## src/rtl/dma_arb_pkg.sv

```systemverilog
package dma_arb_pkg;
  parameter int unsigned DEF_NUM_CH = 4;
  parameter int unsigned DEF_CANDS  = 4;

  typedef enum logic {
    ARB_IDLE = 1'b0,
    ARB_HOLD = 1'b1
  } arb_state_e;
endpackage

```

## src/rtl/dma_req_edge.sv

```systemverilog
module dma_req_edge #(
  parameter int unsigned W = 16
) (
  input  logic         clk_i,
  input  logic         rst_ni,
  input  logic [W-1:0] line_i,
  output logic [W-1:0] rise_o
);
  logic [W-1:0] hist_q;

  always_ff @(posedge clk_i or negedge rst_ni) begin
    if (!rst_ni) hist_q <= '0;
    else         hist_q <= line_i;
  end

  assign rise_o = line_i & ~hist_q;

  // a line held high yields no second rise
  p_single_rise_r2: assert property (@(posedge clk_i) disable iff (!rst_ni)
    (rise_o != '0) |=> ((rise_o & $past(line_i)) == '0));
endmodule

```

## src/rtl/dma_req_mux.sv

```systemverilog
module dma_req_mux #(
  parameter int unsigned NUM_CH = 4,
  parameter int unsigned CANDS  = 4,
  localparam int unsigned SEL_W = $clog2(CANDS),
  localparam int unsigned N_REQ = NUM_CH * CANDS
) (
  input  logic [N_REQ-1:0]        rise_i,
  input  logic [NUM_CH*SEL_W-1:0] sel_i,
  output logic [NUM_CH-1:0]       hw_set_o
);
  for (genvar ch = 0; ch < NUM_CH; ch++) begin : g_ch
    logic [CANDS-1:0] grp;
    logic [SEL_W-1:0] pick;
    assign grp  = rise_i[ch*CANDS +: CANDS];
    assign pick = sel_i[ch*SEL_W +: SEL_W];
    assign hw_set_o[ch] = grp[pick];
  end
endmodule

```

## src/rtl/dma_pend_bank.sv

```systemverilog
module dma_pend_bank #(
  parameter int unsigned NUM_CH = 4
) (
  input  logic              clk_i,
  input  logic              rst_ni,
  input  logic [NUM_CH-1:0] set_i,
  input  logic [NUM_CH-1:0] clr_i,
  output logic [NUM_CH-1:0] pend_o
);
  logic [NUM_CH-1:0] pend_q;

  // set wins over a same-cycle acknowledge
  always_ff @(posedge clk_i or negedge rst_ni) begin
    if (!rst_ni) pend_q <= '0;
    else         pend_q <= (pend_q & ~clr_i) | set_i;
  end

  assign pend_o = pend_q;

  for (genvar n = 0; n < NUM_CH; n++) begin : g_chk
    p_set_latch_r3: assert property (@(posedge clk_i) disable iff (!rst_ni)
      set_i[n] |=> pend_q[n]);
    p_pend_hold_r4: assert property (@(posedge clk_i) disable iff (!rst_ni)
      (pend_q[n] && !clr_i[n]) |=> pend_q[n]);
    p_no_spurious_r2: assert property (@(posedge clk_i) disable iff (!rst_ni)
      (!pend_q[n] && !set_i[n]) |=> !pend_q[n]);
  end
endmodule

```

## src/rtl/dma_prio_arb.sv

```systemverilog
module dma_prio_arb
  import dma_arb_pkg::*;
#(
  parameter int unsigned NUM_CH = 4,
  localparam int unsigned IDX_W = (NUM_CH > 1) ? $clog2(NUM_CH) : 1
) (
  input  logic              clk_i,
  input  logic              rst_ni,
  input  logic [NUM_CH-1:0] req_i,
  input  logic [NUM_CH-1:0] en_i,
  input  logic              done_i,
  output logic [NUM_CH-1:0] gnt_o,
  output logic [IDX_W-1:0]  idx_o,
  output logic [NUM_CH-1:0] ack_o
);
  arb_state_e        state_q;
  logic [NUM_CH-1:0] gnt_q;
  logic [NUM_CH-1:0] pick;

  // lowest index wins
  always_comb begin
    pick = '0;
    for (int i = NUM_CH - 1; i >= 0; i--) begin
      if (req_i[i]) pick = NUM_CH'(1) << i;
    end
  end

  always_ff @(posedge clk_i or negedge rst_ni) begin
    if (!rst_ni) begin
      state_q <= ARB_IDLE;
      gnt_q   <= '0;
    end else begin
      unique case (state_q)
        ARB_IDLE: if (req_i != '0) begin
          gnt_q   <= pick;
          state_q <= ARB_HOLD;
        end
        ARB_HOLD: if (done_i) begin
          gnt_q   <= '0;
          state_q <= ARB_IDLE;
        end
        default: state_q <= ARB_IDLE;
      endcase
    end
  end

  always_comb begin
    idx_o = '0;
    for (int i = 0; i < NUM_CH; i++) begin
      if (gnt_q[i]) idx_o = IDX_W'(i);
    end
  end

  assign gnt_o = gnt_q;
  assign ack_o = (state_q == ARB_HOLD) ? (gnt_q & {NUM_CH{done_i}}) : '0;

  p_onehot_r10: assert property (@(posedge clk_i) disable iff (!rst_ni)
    $onehot0(gnt_q));
  p_stable_r7: assert property (@(posedge clk_i) disable iff (!rst_ni)
    ((gnt_q != '0) && !done_i) |=> $stable(gnt_q));
  p_drop_r8: assert property (@(posedge clk_i) disable iff (!rst_ni)
    ((gnt_q != '0) && done_i) |=> (gnt_q == '0));
  p_grant_r5: assert property (@(posedge clk_i) disable iff (!rst_ni)
    ((gnt_q == '0) && (req_i != '0)) |=> $onehot(gnt_q));

  for (genvar n = 0; n < NUM_CH; n++) begin : g_chk
    p_enabled_r6: assert property (@(posedge clk_i) disable iff (!rst_ni)
      $rose(gnt_q[n]) |-> $past(en_i[n]));
  end
endmodule

```

## src/rtl/dma_req_arb.sv

```systemverilog
module dma_req_arb
  import dma_arb_pkg::*;
#(
  parameter int unsigned NUM_CH = DEF_NUM_CH,
  parameter int unsigned CANDS  = DEF_CANDS,
  localparam int unsigned SEL_W = $clog2(CANDS),
  localparam int unsigned N_REQ = NUM_CH * CANDS,
  localparam int unsigned IDX_W = (NUM_CH > 1) ? $clog2(NUM_CH) : 1
) (
  input  logic                    clk_i,
  input  logic                    rst_ni,
  input  logic [N_REQ-1:0]        hw_req_i,
  input  logic [NUM_CH*SEL_W-1:0] sel_i,
  input  logic [NUM_CH-1:0]       sw_trig_i,
  input  logic [NUM_CH-1:0]       ch_en_i,
  input  logic                    done_i,
  output logic [NUM_CH-1:0]       grant_o,
  output logic [IDX_W-1:0]        grant_idx_o
);
  logic [N_REQ-1:0]  rise;
  logic [NUM_CH-1:0] hw_set;
  logic [NUM_CH-1:0] pend_set;
  logic [NUM_CH-1:0] pend;
  logic [NUM_CH-1:0] ack;
  logic [NUM_CH-1:0] arb_req;

  dma_req_edge #(.W(N_REQ)) u_edge (
    .clk_i  (clk_i),
    .rst_ni (rst_ni),
    .line_i (hw_req_i),
    .rise_o (rise)
  );

  dma_req_mux #(.NUM_CH(NUM_CH), .CANDS(CANDS)) u_mux (
    .rise_i   (rise),
    .sel_i    (sel_i),
    .hw_set_o (hw_set)
  );

  assign pend_set = hw_set | sw_trig_i;

  dma_pend_bank #(.NUM_CH(NUM_CH)) u_pend (
    .clk_i  (clk_i),
    .rst_ni (rst_ni),
    .set_i  (pend_set),
    .clr_i  (ack),
    .pend_o (pend)
  );

  // disabled channels keep pending but do not compete
  assign arb_req = pend & ch_en_i;

  dma_prio_arb #(.NUM_CH(NUM_CH)) u_arb (
    .clk_i  (clk_i),
    .rst_ni (rst_ni),
    .req_i  (arb_req),
    .en_i   (ch_en_i),
    .done_i (done_i),
    .gnt_o  (grant_o),
    .idx_o  (grant_idx_o),
    .ack_o  (ack)
  );

  p_idx_match_r10: assert property (@(posedge clk_i) disable iff (!rst_ni)
    (grant_o == '0) ? (grant_idx_o == '0) : grant_o[grant_idx_o]);

  for (genvar n = 0; n < NUM_CH; n++) begin : g_chk
    p_ack_clear_r8: assert property (@(posedge clk_i) disable iff (!rst_ni)
      (grant_o[n] && done_i && !pend_set[n]) |=> !pend[n]);
    p_grant_pending_r5: assert property (@(posedge clk_i) disable iff (!rst_ni)
      $rose(grant_o[n]) |-> $past(pend[n]));
  end
endmodule

```

## config.mk

```make
export PLATFORM = sky130hd
export DESIGN_NAME = dma_req_arb
export DESIGN_NICKNAME = d
export VERILOG_FILES = /design/src/rtl/dma_arb_pkg.sv /design/src/rtl/dma_req_edge.sv /design/src/rtl/dma_req_mux.sv /design/src/rtl/dma_pend_bank.sv /design/src/rtl/dma_prio_arb.sv /design/src/rtl/dma_req_arb.sv
export SDC_FILE = /design/constraint.sdc
export NUM_CORES = 1
export LEC_CHECK = 0
export ABC_AREA = 1
export BUFFER_PORTS_ARGS = -buffer_cell sky130_fd_sc_hd__buf_4
export CAP_MARGIN = 20
export CORE_MARGIN = 2
export CORE_UTILIZATION = 40
export CTS_CLUSTER_DIAMETER = 40
export DETAILED_ROUTE_END_ITERATION = 16
export PLACE_DENSITY = 0.81
export SETUP_SLACK_MARGIN = 0.05
export SYNTH_ARGS = -nofsm -noshare
export SYNTH_HDL_FRONTEND = slang
export SYNTH_SLANG_ARGS = --single-unit
```

## constraint.sdc

```tcl
create_clock -name clk_i -period 1 [get_ports clk_i]
set_clock_uncertainty 0.05 [all_clocks]
set_input_delay 0.1 -clock clk_i [delete_from_list [all_inputs] [get_ports clk_i]]
set_output_delay 0.1 -clock clk_i [all_outputs]
set_load 0.02 [all_outputs]
```

==> results.txt, run 1 <==
----------------------------------------------------
[GRT]
  Aggregate global routing overflow ... 0
  Global-route wire length before repair ... 3926 um
  Largest net degree at the start of global routing ... 26
  Via count of the first global-routing pass ... 984
  Initial antenna violation count ... 0
  Overall fraction of global-route tracks in use ... 18.35%

[Logic synthesis]
  Count of distinct cell types in the synthesized netlist ... 13
  Average footprint of a synthesized cell ... 9.272 sq um
  Ys Warns ... 0
  Top cell type by total area after synthesis ... sky130_fd_sc_hd__dfrtp_1
  Top cells by area in the synthesized netlist ... sky130_fd_sc_hd__dfrtp_1, sky130_fd_sc_hd__nand2_1, sky130_fd_sc_hd__nand3b_1
  Number of synthesized register bits ... 25
  Syn_nets ... 147
  Syn Std Cell Area ... 1038 sq um
  Mapped Cells ... 112
  Yosys top cell area share ... 60.24%
  Register area share after synthesis ... 60.24%

[Critical path]
  Maximum fanout encountered on the critical timing path ... 3
  Arrival time worst endpoint ... 1.03 ns
  Worst endpoint required time ... 0.85 ns
  Register-to-register setup slack ... -0.13 ns
  Kind of end point of the critical path ... primary output
  Crit Path Category ... flop to primary output
  Worst setup path startpoint ... u_arb.gnt_o[1]
  Reg2Reg Capture Point ... u_arb.gnt_o[0]
  Startpoint type of the worst setup path ... flop
  Count of cells along the worst register-to-register path ... 6
  Critical register-to-register path startpoint ... u_pend.pend_o[0]
  Worst setup endpoint ... grant_idx_o[0]

[Floorplanning]
  Io pins ... 41
  Total die area ... 3020 sq um
  Horiz. Die Dim ... 54.96 um
  Row count ... 18
  Core area ... 2477 sq um
  Initial cell density of the core ... 41.92%
  Die extent in y ... 54.96 um

[Clock tree]
  Worst skew pair latency ... 0.30 ns
  Clk sink count ... 25
  TritonCTS clock tree ... yes
  H-tree lvl count ... 1
  Clk root buf ... sky130_fd_sc_hd__clkbuf_4
  Longest Clk Path Bufs ... 2
  Num CTS Buffers ... 3
  Clock transition at the register clock pins on the worst setup and hold paths after CTS ... 0.12 ns

[Timing]
  Final Setup Violations ... 14
  RSZ-0062 raised after global routing ... true
  Worst-case hold slack ... 0.01540 ns
  Count of final max-slew check failures ... 0
  Least-Margin Pin Slew ... 0.3068 ns
  Headroom to the max-slew limit ... 79.55%
  Crit path setup slack, layout ... -0.1815 ns
  Share of the cycle needed by the critical path after routing ... 118.2%
  Final number of hold-violating endpoints ... 0
  Post-route setup TNS ... -1.103 ns
  Minimum clock period after layout ... 1.182 ns
  Peak Freq ... 846.4 MHz

[Layout]
  # fillers ... 177
  Layout cells sized above 1 ... 40.63%
  Layout Utilization ... 73.48%
  Number of inserted diodes ... 0
  Post-layout net count ... 228
  Area growth from synthesis to final layout ... 75.30%

[Route]
  Final wirelength ... 2592 um
  DRC viols ... 0
  Average wire per standard cell ... 11.68 um
  Vias after detailed routing ... 1025
  First drt pass iteration count ... 4
  Ratio of routed vias to standard cells ... 4.617
  Number of DRC markers in iteration 0 ... 8
  Remaining antenna violation count ... 0

[Placed design]
  Minimum setup slack after placement ... -0.06097 ns
  Placer congestion estimate ... 0.8044
  Half-perimeter wire length of the detailed placement result ... 1699 um
  Number of port buffers ... 40

[Hold path]
  Path category of the worst min-delay check ... input pin to flop

[Job]
  Max-Cap Viols ... 0

[Power]
  Static leakage ... 0.9156 nW
  Maximum resistive drop on vdd ... 1135 uV
  Overall power of the completed layout ... 2.790 mW
  Total power density per cell area ... 1533 nW/um^2

[Outcome]
  Status ... finished, violations left
  Violated checks ... setup timing

----------------------------------------------------
## what timing repair did
action	CTS	global route
gates resized for setup	12	12
setup endpoints to repair	14	15
hold endpoints to repair	47	1
pin swaps	6	6
setup buffers	3	3
hold buffers	26	1
## power breakdown
part | switching (mW) | total [mW] | internal (mW)
clock | 0.267 | 0.416 | 0.149
sequential | 0.121 | 1.26 | 1.14
combinational | 0.540 | 1.11 | 0.572
## worst min path at each step
stage,from,to,slack [ns],cells after the start
global placement,rst_ni,u_edge.hist_q[12],-0.03,1
detailed placement,rst_ni,u_edge.hist_q[15],-0.03,1
finish,sel_i[1],u_pend.pend_o[0],0.02,3
CTS,sel_i[1],u_pend.pend_o[0],0.004,4
floorplan,rst_ni,u_arb.gnt_o[0],-0.25,0
global route,sel_i[1],u_pend.pend_o[0],0.01,3
## through the flow
step	std cells	instance area, sq um
finish	222	1821
CTS	218	1753
floorplan	112	1046
global placement	185	1406
global route	222	1821
detailed placement	185	1406
## cell usage after synthesis
library cell,instances
sky130_fd_sc_hd__nand2_2,3
sky130_fd_sc_hd__o21ai_1,3
sky130_fd_sc_hd__o21ai_2,1
sky130_fd_sc_hd__nor2_1,6
sky130_fd_sc_hd__nand3b_1,9
sky130_fd_sc_hd__dfrtp_1,25
sky130_fd_sc_hd__nand3_1,6
sky130_fd_sc_hd__nand4_1,3
sky130_fd_sc_hd__nand2_1,29
sky130_fd_sc_hd__o21ai_0,4
sky130_fd_sc_hd__inv_1,16
sky130_fd_sc_hd__a21oi_1,4
sky130_fd_sc_hd__a21boi_1,3
## per-layer routing
| metal | vias to the layer above | wire length, um | global-route usage (%) |
|---|---|---|---|
| li1 | 525 | - | - |
| met2 | 20 | 1431 | 33.53 |
| met5 | - | 0 | 0 |
| met3 | 2 | 87 | 3.226 |
| met1 | 478 | 1060 | 22.18 |
| met4 | 0 | 13 | 4.878 |
## critical path: stages (launching register included)
cell                      delay (ns)
sky130_fd_sc_hd__dfrtp_2        0.41
sky130_fd_sc_hd__inv_2          0.05
sky130_fd_sc_hd__o21ai_2        0.14
sky130_fd_sc_hd__buf_6          0.13
## final cells by class
cell class / instances / area (sq um) / area share (%)
Tap cell: 30 / 37.54 / 2.062
Sequential cell: 25 / 630.6 / 34.64
Multi-Input combinational cell: 71 / 411.6 / 22.61
Clock buffer: 3 / 22.52 / 1.237
Timing Repair Buffer: 76 / 653.1 / 35.88
Inverter: 16 / 60.06 / 3.299
Clock inverter: 1 / 5.005 / 0.2749
## flip-flops by register name, indices dropped and copies added, names as in the netlist
register / cells
u_edge.hist_q: 16
u_arb.state_q: 1
u_pend.pend_o: 4
u_arb.gnt_o: 4
## cell usage in the layout (no fill, tap or decap), types with 4 or more instances in the layout
cell | netlist | routed
sky130_fd_sc_hd__nand2_2 | 3 | 5
sky130_fd_sc_hd__dfrtp_2 | 0 | 4
sky130_fd_sc_hd__inv_1 | 16 | 12
sky130_fd_sc_hd__inv_2 | 0 | 4
sky130_fd_sc_hd__nand3_1 | 6 | 5
sky130_fd_sc_hd__buf_6 | 0 | 4
sky130_fd_sc_hd__dlygate4sd3_1 | 0 | 27
sky130_fd_sc_hd__nor2_1 | 6 | 6
sky130_fd_sc_hd__nand2_1 | 29 | 26
sky130_fd_sc_hd__o21ai_2 | 1 | 5
sky130_fd_sc_hd__nand3b_1 | 9 | 9
sky130_fd_sc_hd__dfrtp_1 | 25 | 21
sky130_fd_sc_hd__buf_4 | 0 | 45
## cell families after synthesis
logic type	share of synthesized area, %
AOI/OAI and AO/OA	8.313
and+or+nand+nor	25.66
buffers and inverters	5.783
DFF	60.24
No activity file was read; power rests on OpenSTA's default activity.
==> run 2, diff against run 1 <==
--- a/config.mk
+++ b/config.mk
@@ -14,6 +14,7 @@
 export DETAILED_ROUTE_END_ITERATION = 16
 export PLACE_DENSITY = 0.81
 export SETUP_SLACK_MARGIN = 0.05
+export SKIP_CTS_REPAIR_TIMING = 1
 export SYNTH_ARGS = -nofsm -noshare
 export SYNTH_HDL_FRONTEND = slang
 export SYNTH_SLANG_ARGS = --single-unit
==> results.txt, run 2 (synthesis results as in run 1) <==
----------------------------------------------------
[Outcome]
  Status ... finished, violations left
  Violated checks ... setup timing

[Critical path]
  Kind of end point of the critical path ... primary output
  Reg2Reg Capture Point ... u_arb.gnt_o[0]
  Register-to-register setup slack ... -0.10 ns (+0.03 ns)
  Worst endpoint required time ... 0.85 ns (about the same)
  Delay of the slowest cell on the worst path ... 0.45 ns (+0.04 ns)
  Slowest library cell on the worst path ... sky130_fd_sc_hd__dfrtp_2
  Count of buffer and inverter cells on the critical path ... 2 (unchanged)
  Crit Path Category ... flop to primary output
  Critical register-to-register path startpoint ... u_pend.pend_o[0]
  Maximum fanout encountered on the critical timing path ... 3 (unchanged)
  Arrival time worst endpoint ... 1.04 ns (about the same)
  Count of cells along the worst register-to-register path ... 6 (unchanged)
  Cells traversed along the worst timing path ... inv_2, o21ai_1, buf_4
  Family with the most delay on the worst path ... flip-flops
  Startpoint type of the worst setup path ... flop

[Layout]
  # fillers ... 187 (+5.6%)
  Layout cells sized above 1 ... 36.51% (-4.1 points)
  Area of all sequential standard cells ... 629.4 sq um (-0.20%)
  Post-route insts no fill ... 219 (-1.4%)
  Multi-input logic area ... 392.9 sq um (-4.6%)
  Commonest cells after routing, fill and taps aside ... sky130_fd_sc_hd__buf_4, sky130_fd_sc_hd__nand2_1, sky130_fd_sc_hd__dlygate4sd3_1, sky130_fd_sc_hd__dfrtp_1, sky130_fd_sc_hd__inv_1
  Leading cell type in the layout, fill and taps excluded ... sky130_fd_sc_hd__buf_4
  Layout Utilization ... 71.62% (-1.9 points)
  Number of inserted diodes ... 0 (unchanged)
  Post-layout net count ... 225 (-1.3%)
  Register with the highest flop count ... u_edge.hist_q
  Area growth from synthesis to final layout ... 70.84%
  Flip-flop count of the largest register after layout ... 16 (unchanged)

[Clock tree]
  TritonCTS clock tree ... yes
  Clk sink count ... 25 (unchanged)
  Num CTS Buffers ... 3 (unchanged)
  Longest Clk Path Bufs ... 2 (unchanged)
  Clock transition at the register clock pins on the worst setup and hold paths after CTS ... 0.13 ns (about the same)
  Clk root buf ... sky130_fd_sc_hd__clkbuf_4
  H-tree lvl count ... 1 (unchanged)
  Worst skew pair latency ... 0.30 ns (about the same)

[Timing]
  Final number of hold-violating endpoints ... 0 (unchanged)
  Least-Margin Pin Slew ... 0.3137 ns (+0.006943 ns)
  Peak Freq ... 838.8 MHz (-0.90%)
  Headroom to the max-slew limit ... 79.09% (-0.46 points)
  Final Setup Violations ... 14 (unchanged)
  Worst-case hold slack ... 0.01573 ns (+0.0003234 ns)
  Minimum clock period after layout ... 1.192 ns (+0.01072 ns)
  Share of the cycle needed by the critical path after routing ... 119.2% (+1.1 points)
  Count of final max-slew check failures ... 0 (unchanged)
  Crit path setup slack, layout ... -0.1922 ns (-0.01072 ns)
  RSZ-0062 raised after global routing ... true

[Route]
  DRC viols ... 0 (unchanged)
  First drt pass iteration count ... 4 (unchanged)
  Vias after detailed routing ... 1025 (unchanged)
  Final wirelength ... 2608 um (+0.62%)
  Number of DRC markers in iteration 0 ... 11 (+3)
  Average wire per standard cell ... 11.91 um (+2.0%)
  Ratio of routed vias to standard cells ... 4.680 (+1.4%)
  Remaining antenna violation count ... 0 (unchanged)

[GRT]
  Aggregate global routing overflow ... 0 (unchanged)
  Largest net degree at the start of global routing ... 26 (unchanged)
  Overall fraction of global-route tracks in use ... 15.69% (-2.7 points)
  Via count of the first global-routing pass ... 843 (-14%)
  Initial antenna violation count ... 0 (unchanged)
  Global-route wire length before repair ... 3360 um (-14%)

[Hold path]
  Worst hold path stage count ... 3 (unchanged)
  Path category of the worst min-delay check ... input pin to flop
  Destination of the worst hold path ... u_pend.pend_o[0]
  Startpoint of the tightest hold check path ... sel_i[1]

[Placed design]
  Minimum setup slack after placement ... -0.06097 ns (unchanged)
  Cell count after placement ... 185 (unchanged)
  Number of port buffers ... 40 (unchanged)
  Placer congestion estimate ... 0.8044 (unchanged)
  Half-perimeter wire length of the detailed placement result ... 1699 um (unchanged)

[Power]
  Total power density per cell area ... 1510 nW/um^2 (-1.5%)
  Overall power of the completed layout ... 2.678 mW (-4.0%)
  Maximum resistive drop on vdd ... 1140 uV (+0.42%)
  Static leakage ... 0.8973 nW (-2.0%)

[Floorplanning]
  Core area ... 2477 sq um (unchanged)
  Row count ... 18 (unchanged)
  Initial cell density of the core ... 41.92% (unchanged)
  Die extent in y ... 54.96 um (unchanged)
  Total die area ... 3020 sq um (unchanged)
  Horiz. Die Dim ... 54.96 um (unchanged)
  Io pins ... 41 (unchanged)

[Job]
  Max-Cap Viols ... 0 (unchanged)

----------------------------------------------------
[run 2: tightest hold or removal path, cell delays in order]
cell and delay (ns):
sky130_fd_sc_hd__buf_4 0.08, sky130_fd_sc_hd__o21ai_0 0.07, sky130_fd_sc_hd__nand3_1 0.09
[run 2: worst max path at each step]
stage	startpoint	end	cells past startpoint
after global placement	u_pend.pend_o[0]	u_arb.gnt_o[0]	6
after CTS	u_arb.gnt_o[1]	grant_idx_o[0]	3
after global routing	u_arb.gnt_o[1]	grant_idx_o[0]	3
final	u_arb.gnt_o[1]	grant_idx_o[0]	3
after detailed placement	u_pend.pend_o[0]	u_arb.state_q	4
after floorplan	u_pend.pend_o[0]	u_arb.gnt_o[0]	6
[run 2: cell type report]
type,instances,share of cell area [%]
Inverter,16,3.385
Clock inverter,1,0.2821
Clock buffer,3,1.269
Sequential cell,25,35.47
Tap cell,30,2.116
Multi-Input combinational cell,71,22.14
Timing Repair Buffer,73,35.33
[run 2: where the power goes]
group | internal, mW | switching (mW)
clock network | 0.149 | 0.275
logic | 0.504 | 0.503
registers | 1.14 | 0.110
[run 2: through the flow]
| stage | instance area [sq um] | setup TNS [ns] |
|---|---|---|
| global route | 1774 | -1.952 |
| finish | 1774 | -1.174 |
| floorplan | 1046 | 0 |
| detailed placement | 1406 | -0.2026 |
| CTS | 1434 | -1.045 |
| global placement | 1406 | -0.002821 |
[run 2: per-layer routing]
metal / wire [um] / vias to the layer above / share of wire (%) / track usage [%]
li1: - / 514 / - / -
met1: 1026 / 489 / 39 / 18.60
met2: 1482 / 20 / 57 / 28.37
met3: 86 / 2 / 3.3 / 3.226
met4: 13 / 0 / 0.50 / 4.878
met5: 0 / - / 0 / 0
==> run 3, diff against run 2 <==
--- a/config.mk
+++ b/config.mk
@@ -8,6 +8,7 @@
 export ABC_AREA = 1
 export BUFFER_PORTS_ARGS = -buffer_cell sky130_fd_sc_hd__buf_4
 export CAP_MARGIN = 20
+export CORE_ASPECT_RATIO = 0.8
 export CORE_MARGIN = 2
 export CORE_UTILIZATION = 40
 export CTS_CLUSTER_DIAMETER = 40
@@ -18,3 +19,4 @@
 export SYNTH_ARGS = -nofsm -noshare
 export SYNTH_HDL_FRONTEND = slang
 export SYNTH_SLANG_ARGS = --single-unit
+export TNS_END_PERCENT = 20
==> results.txt, run 3 (synthesis results as in run 1) <==
----------------------------------------------------
[Power]
  Total power density per cell area ... 1548 nW/um^2 (+2.5%)
  Overall power of the completed layout ... 2.771 mW (+3.5%)
  Static leakage ... 0.9028 nW (+0.61%)
  Maximum resistive drop on vdd ... 1095 uV (-3.9%)

[Critical path]
  Startpoint type of the worst setup path ... flop
  Register-to-register setup slack ... -0.11 ns (about the same)
  Count of buffer and inverter cells on the critical path ... 1 (-1)
  Maximum fanout encountered on the critical timing path ... 4 (+1)
  Crit Path Category ... flop to primary output
  Kind of end point of the critical path ... primary output
  Arrival time worst endpoint ... 1.07 ns (+0.03 ns)
  Delay of the slowest cell on the worst path ... 0.46 ns (about the same)
  Worst setup path startpoint ... u_arb.gnt_o[2]
  Family with the most delay on the worst path ... flip-flops
  Slowest library cell on the worst path ... sky130_fd_sc_hd__dfrtp_2
  Cells traversed along the worst timing path ... o21ai_2, buf_6
  Worst endpoint required time ... 0.85 ns (about the same)
  Critical register-to-register path startpoint ... u_pend.pend_o[0]

[Layout]
  Commonest cells after routing, fill and taps aside ... sky130_fd_sc_hd__buf_4, sky130_fd_sc_hd__dlygate4sd3_1, sky130_fd_sc_hd__nand2_1, sky130_fd_sc_hd__dfrtp_1, sky130_fd_sc_hd__inv_1
  Post-route insts no fill ... 225 (+2.7%)
  # fillers ... 174 (-7.0%)
  Multi-input logic area ... 391.6 sq um (-0.32%)
  Post-layout net count ... 225 (unchanged)
  Layout cells sized above 1 ... 35.45% (-1.1 points)
  Flip-flop count of the largest register after layout ... 16 (unchanged)
  Area of all sequential standard cells ... 628.1 sq um (-0.20%)
  Register with the highest flop count ... u_edge.hist_q
  Leading cell type in the layout, fill and taps excluded ... sky130_fd_sc_hd__buf_4
  Number of inserted diodes ... 0 (unchanged)
  Area growth from synthesis to final layout ... 72.41%

[Clock tree]
  H-tree lvl count ... 1 (unchanged)
  Clk root buf ... sky130_fd_sc_hd__clkbuf_4
  Longest Clk Path Bufs ... 2 (unchanged)
  Clk sink count ... 25 (unchanged)
  TritonCTS clock tree ... yes
  Worst skew pair latency ... 0.33 ns (+0.03 ns)
  Clock transition at the register clock pins on the worst setup and hold paths after CTS ... 0.14 ns (about the same)
  Num CTS Buffers ... 3 (unchanged)

[Timing]
  Share of the cycle needed by the critical path after routing ... 121.7% (+2.5 points)
  Headroom to the max-slew limit ... 78.83% (-0.25 points)
  Peak Freq ... 821.6 MHz (-2.0%)
  Crit path setup slack, layout ... -0.2171 ns (-0.02486 ns)
  RSZ-0062 raised after global routing ... true
  Least-Margin Pin Slew ... 0.3175 ns (+0.003760 ns)
  Worst-case hold slack ... -0.02731 ns (-0.04304 ns)
  Final number of hold-violating endpoints ... 1 (+1)
  Minimum clock period after layout ... 1.217 ns (+0.02486 ns)
  Post-route setup TNS ... -1.428 ns (-0.2542 ns)
  Final Setup Violations ... 14 (unchanged)
  Count of final max-slew check failures ... 0 (unchanged)

[Floorplanning]
  Io pins ... 41 (unchanged)
  Core area ... 2462 sq um (-0.61%)
  Initial cell density of the core ... 42.17% (+0.26 points)
  Row count ... 16 (-2)
  Horiz. Die Dim ... 60.97 um (+11%)
  Die extent in y ... 49.58 um (-9.8%)
  Total die area ... 3022 sq um (about the same)

[GRT]
  Overall fraction of global-route tracks in use ... 16.92% (+1.2 points)
  Largest net degree at the start of global routing ... 26 (unchanged)
  Initial antenna violation count ... 0 (unchanged)
  Global-route wire length before repair ... 3843 um (+14%)
  Via count of the first global-routing pass ... 918 (+8.9%)
  Aggregate global routing overflow ... 0 (unchanged)

[Route]
  First drt pass iteration count ... 4 (unchanged)
  Ratio of routed vias to standard cells ... 4.458 (-4.8%)
  Final wirelength ... 2705 um (+3.7%)
  Vias after detailed routing ... 1003 (-2.1%)
  Number of DRC markers in iteration 0 ... 12 (+1)
  Remaining antenna violation count ... 0 (unchanged)
  DRC viols ... 0 (unchanged)
  Average wire per standard cell ... 12.02 um (+0.95%)

[Placed design]
  Number of port buffers ... 40 (unchanged)
  Cell count after placement ... 191 (+3.2%)
  Half-perimeter wire length of the detailed placement result ... 1736 um (+2.2%)
  Placer congestion estimate ... 0.8004 (-0.50%)

[Hold path]
  Startpoint of the tightest hold check path ... sel_i[1]
  Path category of the worst min-delay check ... input pin to flop

[Outcome]
  Violated checks ... hold timing, setup timing
  Status ... finished, violations left

[Job]
  Max-Cap Viols ... 0 (unchanged)

----------------------------------------------------
-- run 3: metrics by stage --
stage | setup WS, ns | instance area (sq um) | util, %
floorplan | -0.006757 | 1041 | -
global placement | -0.03217 | 1409 | 57.22
detailed placement | -0.1117 | 1409 | 57.22
CTS | -0.2397 | 1436 | 58.33
global route | -0.2726 | 1790 | 72.71
finish | -0.2171 | 1790 | 72.71
-- run 3: power breakdown --
group          leakage (nW)  total, mW  internal [mW]  switching (mW)
combinational         0.602       1.07          0.546           0.521
sequential            0.283       1.24           1.13           0.103
clock                0.0177      0.468          0.150           0.318
total                 0.903       2.77           1.83           0.941
-- run 3: final timing paths --
kind,depth (start not counted),endpoint
min reg2reg,2,u_arb.gnt_o[2]
min,3,u_pend.pend_o[0]
max reg2reg,6,u_arb.gnt_o[0]
max,2,grant_idx_o[0]
min in group asynchronous,2,u_edge.hist_q[14]
max in group asynchronous,2,u_arb.gnt_o[3]
-- run 3: worst register-to-register path: stages (launching register included) --
cell and delay [ns]:
sky130_fd_sc_hd__dfrtp_1 0.44, sky130_fd_sc_hd__nand2_2 0.09, sky130_fd_sc_hd__nand2_2 0.07, sky130_fd_sc_hd__o21ai_4 0.19
sky130_fd_sc_hd__nand2_1 0.08, sky130_fd_sc_hd__nand2_1 0.07, sky130_fd_sc_hd__inv_1 0.04
-- run 3: area by class of cell --
class | count | share of cell area (%)
sequential | 25 | 35.08
clock buffer | 3 | 1.258
inverter | 16 | 3.354
multi-input combinational | 71 | 21.87
timing repair buffer | 73 | 35.64
clock inverter | 1 | 0.2795
tap | 36 | 2.516
-- run 3: routing by layer --
layer | GRT usage (%) | up-vias | share of wire [%]
met5 | 0 | - | 0
met4 | 3.261 | 0 | 0.30
met3 | 5.774 | 2 | 4.6
met2 | 27.78 | 21 | 51
met1 | 21.62 | 467 | 44
li1 | - | 513 | -
